**src/rtl/dbgp_pkg.sv**
```systemverilog
package dbgp_pkg;

    typedef enum logic [2:0] {
        ST_IDLE,
        ST_HALT,
        ST_ACK,
        ST_CMD,
        ST_WDATA,
        ST_RDATA,
        ST_RESUME
    } dbgp_state_e;

    localparam logic [1:0] PS_NORMAL = 2'b00;
    localparam logic [1:0] PS_STOP   = 2'b01;
    localparam logic [1:0] PS_WAIT   = 2'b10;
    localparam logic [1:0] PS_DEBUG  = 2'b11;

    localparam int CMD_BITS     = 8;
    localparam int CMD_RD_BIT   = 7;
    localparam int CMD_EXIT_BIT = 6;
    localparam int ADDR_BITS    = 5;

endpackage

```
**src/rtl/dbgp_sync.sv**
```systemverilog
module dbgp_sync #(
    parameter int W = 1
) (
    input  logic         clk,
    input  logic         rst_n,
    input  logic [W-1:0] d_i,
    output logic [W-1:0] q_o,
    output logic [W-1:0] rise_o,
    output logic [W-1:0] fall_o
);

    for (genvar g = 0; g < W; g++) begin : g_bit
        logic meta_q;
        logic stab_q;
        logic prev_q;

        always_ff @(posedge clk or negedge rst_n) begin
            if (!rst_n) begin
                meta_q <= 1'b0;
                stab_q <= 1'b0;
                prev_q <= 1'b0;
            end else begin
                meta_q <= d_i[g];
                stab_q <= meta_q;
                prev_q <= stab_q;
            end
        end

        assign q_o[g]    = stab_q;
        assign rise_o[g] = stab_q & ~prev_q;
        assign fall_o[g] = ~stab_q & prev_q;
    end

endmodule

```
**src/rtl/dbgp_shreg.sv**
```systemverilog
module dbgp_shreg #(
    parameter int DW = 24
) (
    input  logic          clk,
    input  logic          rst_n,
    input  logic          load_i,
    input  logic [DW-1:0] load_val_i,
    input  logic          shift_i,
    input  logic          sin_i,
    output logic [DW-1:0] q_o
);

    logic [DW-1:0] sh_q;

    always_ff @(posedge clk or negedge rst_n) begin
        if (!rst_n) begin
            sh_q <= '0;
        end else if (load_i) begin
            sh_q <= load_val_i;
        end else if (shift_i) begin
            sh_q <= {sh_q[DW-2:0], sin_i};
        end
    end

    assign q_o = sh_q;

endmodule

```
**src/rtl/dbgp_regfile.sv**
```systemverilog
module dbgp_regfile #(
    parameter int DW    = 24,
    parameter int NREGS = 8,
    parameter int AW    = 5
) (
    input  logic          clk,
    input  logic          rst_n,
    input  logic          dbg_we_i,
    input  logic [AW-1:0] dbg_waddr_i,
    input  logic [DW-1:0] dbg_wdata_i,
    input  logic [AW-1:0] dbg_raddr_i,
    output logic [DW-1:0] dbg_rdata_o,
    input  logic          core_we_i,
    input  logic [AW-1:0] core_waddr_i,
    input  logic [DW-1:0] core_wdata_i,
    input  logic [AW-1:0] core_raddr_i,
    output logic [DW-1:0] core_rdata_o
);

    logic [NREGS-1:0][DW-1:0] mem_q;

    // Debugger write has priority over a core write to the same entry.
    always_ff @(posedge clk or negedge rst_n) begin
        if (!rst_n) begin
            mem_q <= '0;
        end else begin
            for (int i = 0; i < NREGS; i++) begin
                if (dbg_we_i && dbg_waddr_i == AW'(i)) begin
                    mem_q[i] <= dbg_wdata_i;
                end else if (core_we_i && core_waddr_i == AW'(i)) begin
                    mem_q[i] <= core_wdata_i;
                end
            end
        end
    end

    // Out-of-range addresses match no entry and read as zero.
    always_comb begin
        dbg_rdata_o  = '0;
        core_rdata_o = '0;
        for (int i = 0; i < NREGS; i++) begin
            if (dbg_raddr_i == AW'(i)) begin
                dbg_rdata_o = mem_q[i];
            end
            if (core_raddr_i == AW'(i)) begin
                core_rdata_o = mem_q[i];
            end
        end
    end

    for (genvar g = 0; g < NREGS; g++) begin : g_chk
        p_dbg_wins_r11: assert property (@(posedge clk) disable iff (!rst_n)
            (dbg_we_i && dbg_waddr_i == AW'(g) && core_we_i && core_waddr_i == AW'(g))
            |=> (mem_q[g] == $past(dbg_wdata_i)));
    end

endmodule

```
**src/rtl/dbg_serial_port.sv**
```systemverilog
module dbg_serial_port
    import dbgp_pkg::*;
#(
    parameter int DW      = 24,
    parameter int NREGS   = 8,
    parameter int ACK_LEN = 4
) (
    input  logic                 clk,
    input  logic                 rst_n,
    input  logic                 dbg_clk_i,
    input  logic                 dbg_din_i,
    input  logic                 dbg_req_i,
    output logic                 dbg_dout_o,
    output logic [1:0]           proc_state_o,
    input  logic                 core_stop_i,
    input  logic                 core_wait_i,
    input  logic                 core_halted_i,
    output logic                 halt_req_o,
    output logic                 wake_o,
    input  logic                 core_we_i,
    input  logic [ADDR_BITS-1:0] core_waddr_i,
    input  logic [DW-1:0]        core_wdata_i,
    input  logic [ADDR_BITS-1:0] core_raddr_i,
    output logic [DW-1:0]        core_rdata_o
);

    localparam int CNT_MAX = (DW > CMD_BITS) ? DW : CMD_BITS;
    localparam int CW      = $clog2(CNT_MAX);
    localparam int AKW     = $clog2(ACK_LEN + 1);
    localparam logic [CW-1:0]  CMD_LAST  = CW'(CMD_BITS - 1);
    localparam logic [CW-1:0]  DATA_LAST = CW'(DW - 1);
    localparam logic [AKW-1:0] ACK_LAST  = AKW'(ACK_LEN - 1);

    // Synchronized serial inputs: bit 0 clock, bit 1 data, bit 2 request
    logic [2:0] sync_q;
    logic [2:0] sync_rise;
    logic [2:0] sync_fall;

    dbgp_sync #(.W(3)) u_sync (
        .clk    (clk),
        .rst_n  (rst_n),
        .d_i    ({dbg_req_i, dbg_din_i, dbg_clk_i}),
        .q_o    (sync_q),
        .rise_o (sync_rise),
        .fall_o (sync_fall)
    );

    logic sck_fall;
    logic din_s;
    logic req_rise;
    assign sck_fall = sync_fall[0];
    assign din_s    = sync_q[1];
    assign req_rise = sync_rise[2];

    dbgp_state_e           state_q;
    dbgp_state_e           state_d;
    logic [CW-1:0]         bitcnt_q;
    logic [AKW-1:0]        ack_cnt_q;
    logic                  exit_q;
    logic [ADDR_BITS-1:0]  addr_q;

    logic [DW-1:0]         sh_q;
    logic                  sh_load;
    logic                  sh_shift;
    logic                  sh_sin;
    logic [CMD_BITS-1:0]   cmd_now;
    logic                  cmd_done;
    logic                  data_phase;

    logic                  rf_we;
    logic [DW-1:0]         rf_wdata;
    logic [DW-1:0]         rf_rdata;

    logic                  dbg_active;

    assign cmd_now    = {sh_q[CMD_BITS-2:0], din_s};
    assign cmd_done   = (state_q == ST_CMD) && sck_fall && (bitcnt_q == CMD_LAST);
    assign data_phase = (state_q == ST_WDATA) || (state_q == ST_RDATA);

    // State register
    always_ff @(posedge clk or negedge rst_n) begin
        if (!rst_n) begin
            state_q <= ST_IDLE;
        end else begin
            state_q <= state_d;
        end
    end

    // Next-state logic
    always_comb begin
        state_d = state_q;
        unique case (state_q)
            ST_IDLE: begin
                if (req_rise) state_d = ST_HALT;
            end
            ST_HALT: begin
                if (core_halted_i && !core_wait_i) state_d = ST_ACK;
            end
            ST_ACK: begin
                if (ack_cnt_q == ACK_LAST) state_d = ST_CMD;
            end
            ST_CMD: begin
                if (cmd_done) state_d = cmd_now[CMD_RD_BIT] ? ST_RDATA : ST_WDATA;
            end
            ST_WDATA, ST_RDATA: begin
                if (sck_fall && bitcnt_q == DATA_LAST) state_d = exit_q ? ST_RESUME : ST_CMD;
            end
            ST_RESUME: begin
                if (!core_halted_i) state_d = ST_IDLE;
            end
            default: state_d = ST_IDLE;
        endcase
    end

    // Counters and latched command fields
    always_ff @(posedge clk or negedge rst_n) begin
        if (!rst_n) begin
            bitcnt_q  <= '0;
            ack_cnt_q <= '0;
            exit_q    <= 1'b0;
            addr_q    <= '0;
        end else begin
            if (state_q != state_d) begin
                bitcnt_q <= '0;
            end else if (sck_fall && (state_q == ST_CMD || data_phase)) begin
                bitcnt_q <= bitcnt_q + 1'b1;
            end
            ack_cnt_q <= (state_q == ST_ACK) ? ack_cnt_q + 1'b1 : '0;
            if (cmd_done) begin
                exit_q <= cmd_now[CMD_EXIT_BIT];
                addr_q <= cmd_now[ADDR_BITS-1:0];
            end
        end
    end

    // Shift register control
    always_comb begin
        sh_load  = cmd_done && cmd_now[CMD_RD_BIT];
        sh_shift = sck_fall && (state_q == ST_CMD || data_phase);
        sh_sin   = (state_q == ST_RDATA) ? 1'b0 : din_s;
        rf_we    = (state_q == ST_WDATA) && sck_fall && (bitcnt_q == DATA_LAST);
        rf_wdata = {sh_q[DW-2:0], din_s};
    end

    dbgp_shreg #(.DW(DW)) u_shreg (
        .clk        (clk),
        .rst_n      (rst_n),
        .load_i     (sh_load),
        .load_val_i (rf_rdata),
        .shift_i    (sh_shift),
        .sin_i      (sh_sin),
        .q_o        (sh_q)
    );

    dbgp_regfile #(.DW(DW), .NREGS(NREGS), .AW(ADDR_BITS)) u_regs (
        .clk          (clk),
        .rst_n        (rst_n),
        .dbg_we_i     (rf_we),
        .dbg_waddr_i  (addr_q),
        .dbg_wdata_i  (rf_wdata),
        .dbg_raddr_i  (cmd_now[ADDR_BITS-1:0]),
        .dbg_rdata_o  (rf_rdata),
        .core_we_i    (core_we_i),
        .core_waddr_i (core_waddr_i),
        .core_wdata_i (core_wdata_i),
        .core_raddr_i (core_raddr_i),
        .core_rdata_o (core_rdata_o)
    );

    // Output logic
    always_comb begin
        dbg_active = 1'b0;
        halt_req_o = 1'b0;
        wake_o     = 1'b0;
        dbg_dout_o = 1'b0;
        unique case (state_q)
            ST_IDLE, ST_RESUME: begin
            end
            ST_HALT: begin
                halt_req_o = 1'b1;
                wake_o     = core_wait_i;
            end
            ST_ACK: begin
                halt_req_o = 1'b1;
                dbg_active = 1'b1;
                dbg_dout_o = 1'b1;
            end
            ST_CMD, ST_WDATA: begin
                halt_req_o = 1'b1;
                dbg_active = 1'b1;
            end
            ST_RDATA: begin
                halt_req_o = 1'b1;
                dbg_active = 1'b1;
                dbg_dout_o = sh_q[DW-1];
            end
            default: begin
            end
        endcase
        if (dbg_active)       proc_state_o = PS_DEBUG;
        else if (core_stop_i) proc_state_o = PS_STOP;
        else if (core_wait_i) proc_state_o = PS_WAIT;
        else                  proc_state_o = PS_NORMAL;
    end

    p_dso_quiet_r8: assert property (@(posedge clk) disable iff (!rst_n)
        (proc_state_o != PS_DEBUG) |-> !dbg_dout_o);

    p_halt_gate_r2: assert property (@(posedge clk) disable iff (!rst_n)
        (state_q == ST_HALT && !core_halted_i) |=> (state_q == ST_HALT));

    p_no_ack_in_wait_r4: assert property (@(posedge clk) disable iff (!rst_n)
        (state_q == ST_HALT && core_wait_i) |=> !dbg_dout_o);

    p_ack_len_r3: assert property (@(posedge clk) disable iff (!rst_n)
        (state_q == ST_ACK) |-> (ack_cnt_q < AKW'(ACK_LEN)));

    p_cmd_count_r5: assert property (@(posedge clk) disable iff (!rst_n)
        (state_q == ST_CMD) |-> (bitcnt_q <= CMD_LAST));

    p_exit_release_r9: assert property (@(posedge clk) disable iff (!rst_n)
        (data_phase && sck_fall && bitcnt_q == DATA_LAST && exit_q) |=> !halt_req_o);

endmodule

```
**config.mk**
```make
export PLATFORM = sky130hd
export DESIGN_NAME = dbg_serial_port
export DESIGN_NICKNAME = d
export VERILOG_FILES = /design/src/rtl/dbgp_pkg.sv /design/src/rtl/dbgp_sync.sv /design/src/rtl/dbgp_shreg.sv /design/src/rtl/dbgp_regfile.sv /design/src/rtl/dbg_serial_port.sv
export SDC_FILE = /design/constraint.sdc
export NUM_CORES = 1
export LEC_CHECK = 0
export BUFFER_PORTS_ARGS = -buffer_cell sky130_fd_sc_hd__buf_2
export CORE_MARGIN = 4
export CORE_UTILIZATION = 53
export CTS_BUF_LIST = sky130_fd_sc_hd__clkbuf_4 sky130_fd_sc_hd__clkbuf_8
export DETAILED_ROUTE_END_ITERATION = 12
export HOLD_SLACK_MARGIN = 0.12
export PLACE_DENSITY = 0.67
export SYNTH_ARGS = -nofsm -noshare
export SYNTH_HDL_FRONTEND = slang
export SYNTH_HIERARCHICAL = 1
export SYNTH_SLANG_ARGS = --single-unit
```
**constraint.sdc**
```tcl
create_clock -name clk -period 2.7 [get_ports clk]
set_clock_uncertainty 0.2 [all_clocks]
set_input_delay 0.405 -clock clk [delete_from_list [all_inputs] [get_ports clk]]
set_output_delay 0.405 -clock clk [all_outputs]
set_load 0.01 [all_outputs]
```
==> impl_metrics.json <==
{
  "outcome": "complete, no violations",
  "period_minus_slack_ns": 2.60,
  "maxCapViolCount": 0,
  "grt_overflow": 0,
  "min_period_over_period_pct": 96.1,
  "antenna_found_initial": 0,
  "cp-start-kind": "register",
  "clk_path_buf_depth": 3,
  "fp.coreArea_mm2": 0.0286,
  "rsz0062_at_grt": "false",
  "worstPathRequired_ns": 2.10,
  "synthesis.nets": 1786,
  "hold_violations": 0,
  "totalPowerFinal_mw": 13.6,
  "crit_path_max_incr_delay_ns": 0.50,
  "hpwl_um": 30700,
  "irDropWorstVdd_mv": 0.520,
  "port_buffers": 71,
  "slew_headroom_pct": 56.3,
  "fp.dieArea_mm2": 0.0318,
  "netlist_area_mm2": 0.0154,
  "vias_per_cell": 6.31,
  "use_met3_pct": 6.42,
  "wl_per_cell_um": 23.4,
  "place_congestion": 0.893,
  "ys_warn_count": 6,
  "grt-busiest-layer": "met2",
  "powerDensity_mw_per_mm2": 787,
  "worst_setup_path_end_kind": "primary output",
  "routed_wl_um": 51700,
  "critPathArrivalTime_ns": 1.99,
  "clock_latency_ns": 0.59,
  "cellLeakagePower_nw": 8.33,
  "final_core_util_pct": 60.5,
  "cts.sinks": 241,
  "fillers": 2489,
  "syn_inst": 1737,
  "final_nets": 1839,
  "ctsHtreeMaxLevel": 2,
  "area_growth_pct": 12.8,
  "cts-root-buf": "clkbuf_8",
  "tightestPinTransition_ns": 0.655,
  "gr-usage-all-layers_pct": 32.3,
  "cts.clk_slew.worst_paths_ns": 0.06,
  "ios": 72,
  "grt_max_degree": 74,
  "fmax_mhz": 385,
  "ant_nets": 0,
  "num_vias": 13948,
  "rows": 62,
  "crit_fanout": 7,
  "use_met1_pct": 45.5,
  "drive_above_1_share_pct": 17.1,
  "hold-worst-slack_ns": 0.145,
  "design_area_mm2": 0.0173,
  "hp-class": "register to register",
  "fp.dieH_um": 178,
  "drcViolationCount": 0,
  "start_util_pct": 53.7,
  "worstPathCellList": "inv_2 -> ha_1 -> or2_2 -> buf_2",
  "grt_pass1_vias": 13364,
  "drtIter0Drc": 1644,
  "slew_violations": 0,
  "diodes": 0,
  "avgSynthCellArea_um2": 8.84,
  "slowest_stage": "dfrtp_1",
  "use_met2_pct": 50.8,
  "placedInstanceArea_mm2": 0.0161,
  "cts_tree": "built",
  "grt_pass1_wl_um": 79300,
  "die_w_um": 178,
  "worstSetupPathType": "register to primary output",
  "first_pass_iters": 6,
  "cts_buffers": 45,
  "setup_viol": 0,
  "setup_tns_ns": 0
}
-- cell type report --
cell class	instances	area, um2	area share (%)
Multi-Input combinational cell	1300	8260	47.7
Sequential cell	241	6040	34.9
Timing Repair Buffer	195	1560	9.00
Clock buffer	77	922	5.32
Tap cell	384	480	2.77
Clock inverter	5	35.0	0.202
Inverter	7	26.3	0.152
-- cells in the final DEF (no fill, tap or decap), types with 24 or more instances in the layout --
master / count
a21oi_1: 133
buf_4: 81
dlygate4sd3_1: 29
o21ai_0: 80
nor2_1: 181
buf_2: 69
nor2b_1: 24
o211ai_1: 28
mux2i_1: 208
nand2_1: 292
dfrtp_1: 239
clkbuf_8: 55
nand2b_1: 34
a31oi_1: 73
-- critical path, delay by kind of cell, from the launching register on --
family                     cells  cell delay [ns]
and+or+nand+nor                1             0.30
DFF                            1             0.50
adders and majority gates      1             0.34
buffers and inverters          2             0.27
-- worst paths after layout --
kind	to	slack [ns]	startpoint	depth (start not counted)
setup / recovery	proc_state_o[0]	0.10	state_q[1]$_DFF_PN0_	4
min in group asynchronous	ack_cnt_q[2]$_DFF_PN0_	0.17	rst_n	2
hold / removal	u_sync/g_bit[1].stab_q$_DFF_PN0_	0.14	u_sync/g_bit[1].meta_q$_DFF_PN0_	0
hold reg to reg	u_sync/g_bit[1].stab_q$_DFF_PN0_	0.14	u_sync/g_bit[1].meta_q$_DFF_PN0_	0
max in group asynchronous	u_regs/mem_q[175]$_DFFE_PN0P_	1.36	rst_n	3
setup reg to reg	u_regs/mem_q[60]$_DFFE_PN0P_	0.19	u_sync/g_bit[0].stab_q$_DFF_PN0_	10
-- registers in the layout, indices dropped and copies added, names as in the netlist --
name	count
u_shreg/q_o	24
u_sync/g_bit.stab_q	3
state_q	3
exit_q	1
bitcnt_q	5
u_sync/g_bit.meta_q	3
u_regs/mem_q	192
ack_cnt_q	3
u_sync/g_bit.prev_q	2
addr_q	5
-- power by group --
part	total, mW	switching (mW)	internal (mW)
Clock	3.77	1.63	2.15
Sequential	4.98	0.687	4.29
Combinational	4.88	2.78	2.10
-- metal layers --
metal  vias up  share of wire (%)  wire [um]
met5         -                  0          0
met4         0                2.9       1490
met3       139                 11       5750
met2       834                 46      23500
met1      6742                 40      20900
li1       6233                  -          -
-- through the flow --
| step | setup WS [ns] | std cells |
|---|---|---|
| floorplan | 0.323 | 1737 |
| global placement | 0.191 | 2098 |
| detailed placement | 0.111 | 2098 |
| CTS | 0.0823 | 2209 |
| global route | 0.0175 | 2209 |
| finish | 0.105 | 2209 |
-- what timing repair did --
item / 4_1_cts / 5_1_grt
hold buffers: 29 / 0
endpoints found under the hold margin: 418 / 0
setup buffers: 0 / 0
setup endpoints to repair: 0 / 32
resized for setup: 0 / 2
No activity file was read; power rests on OpenSTA's default activity.
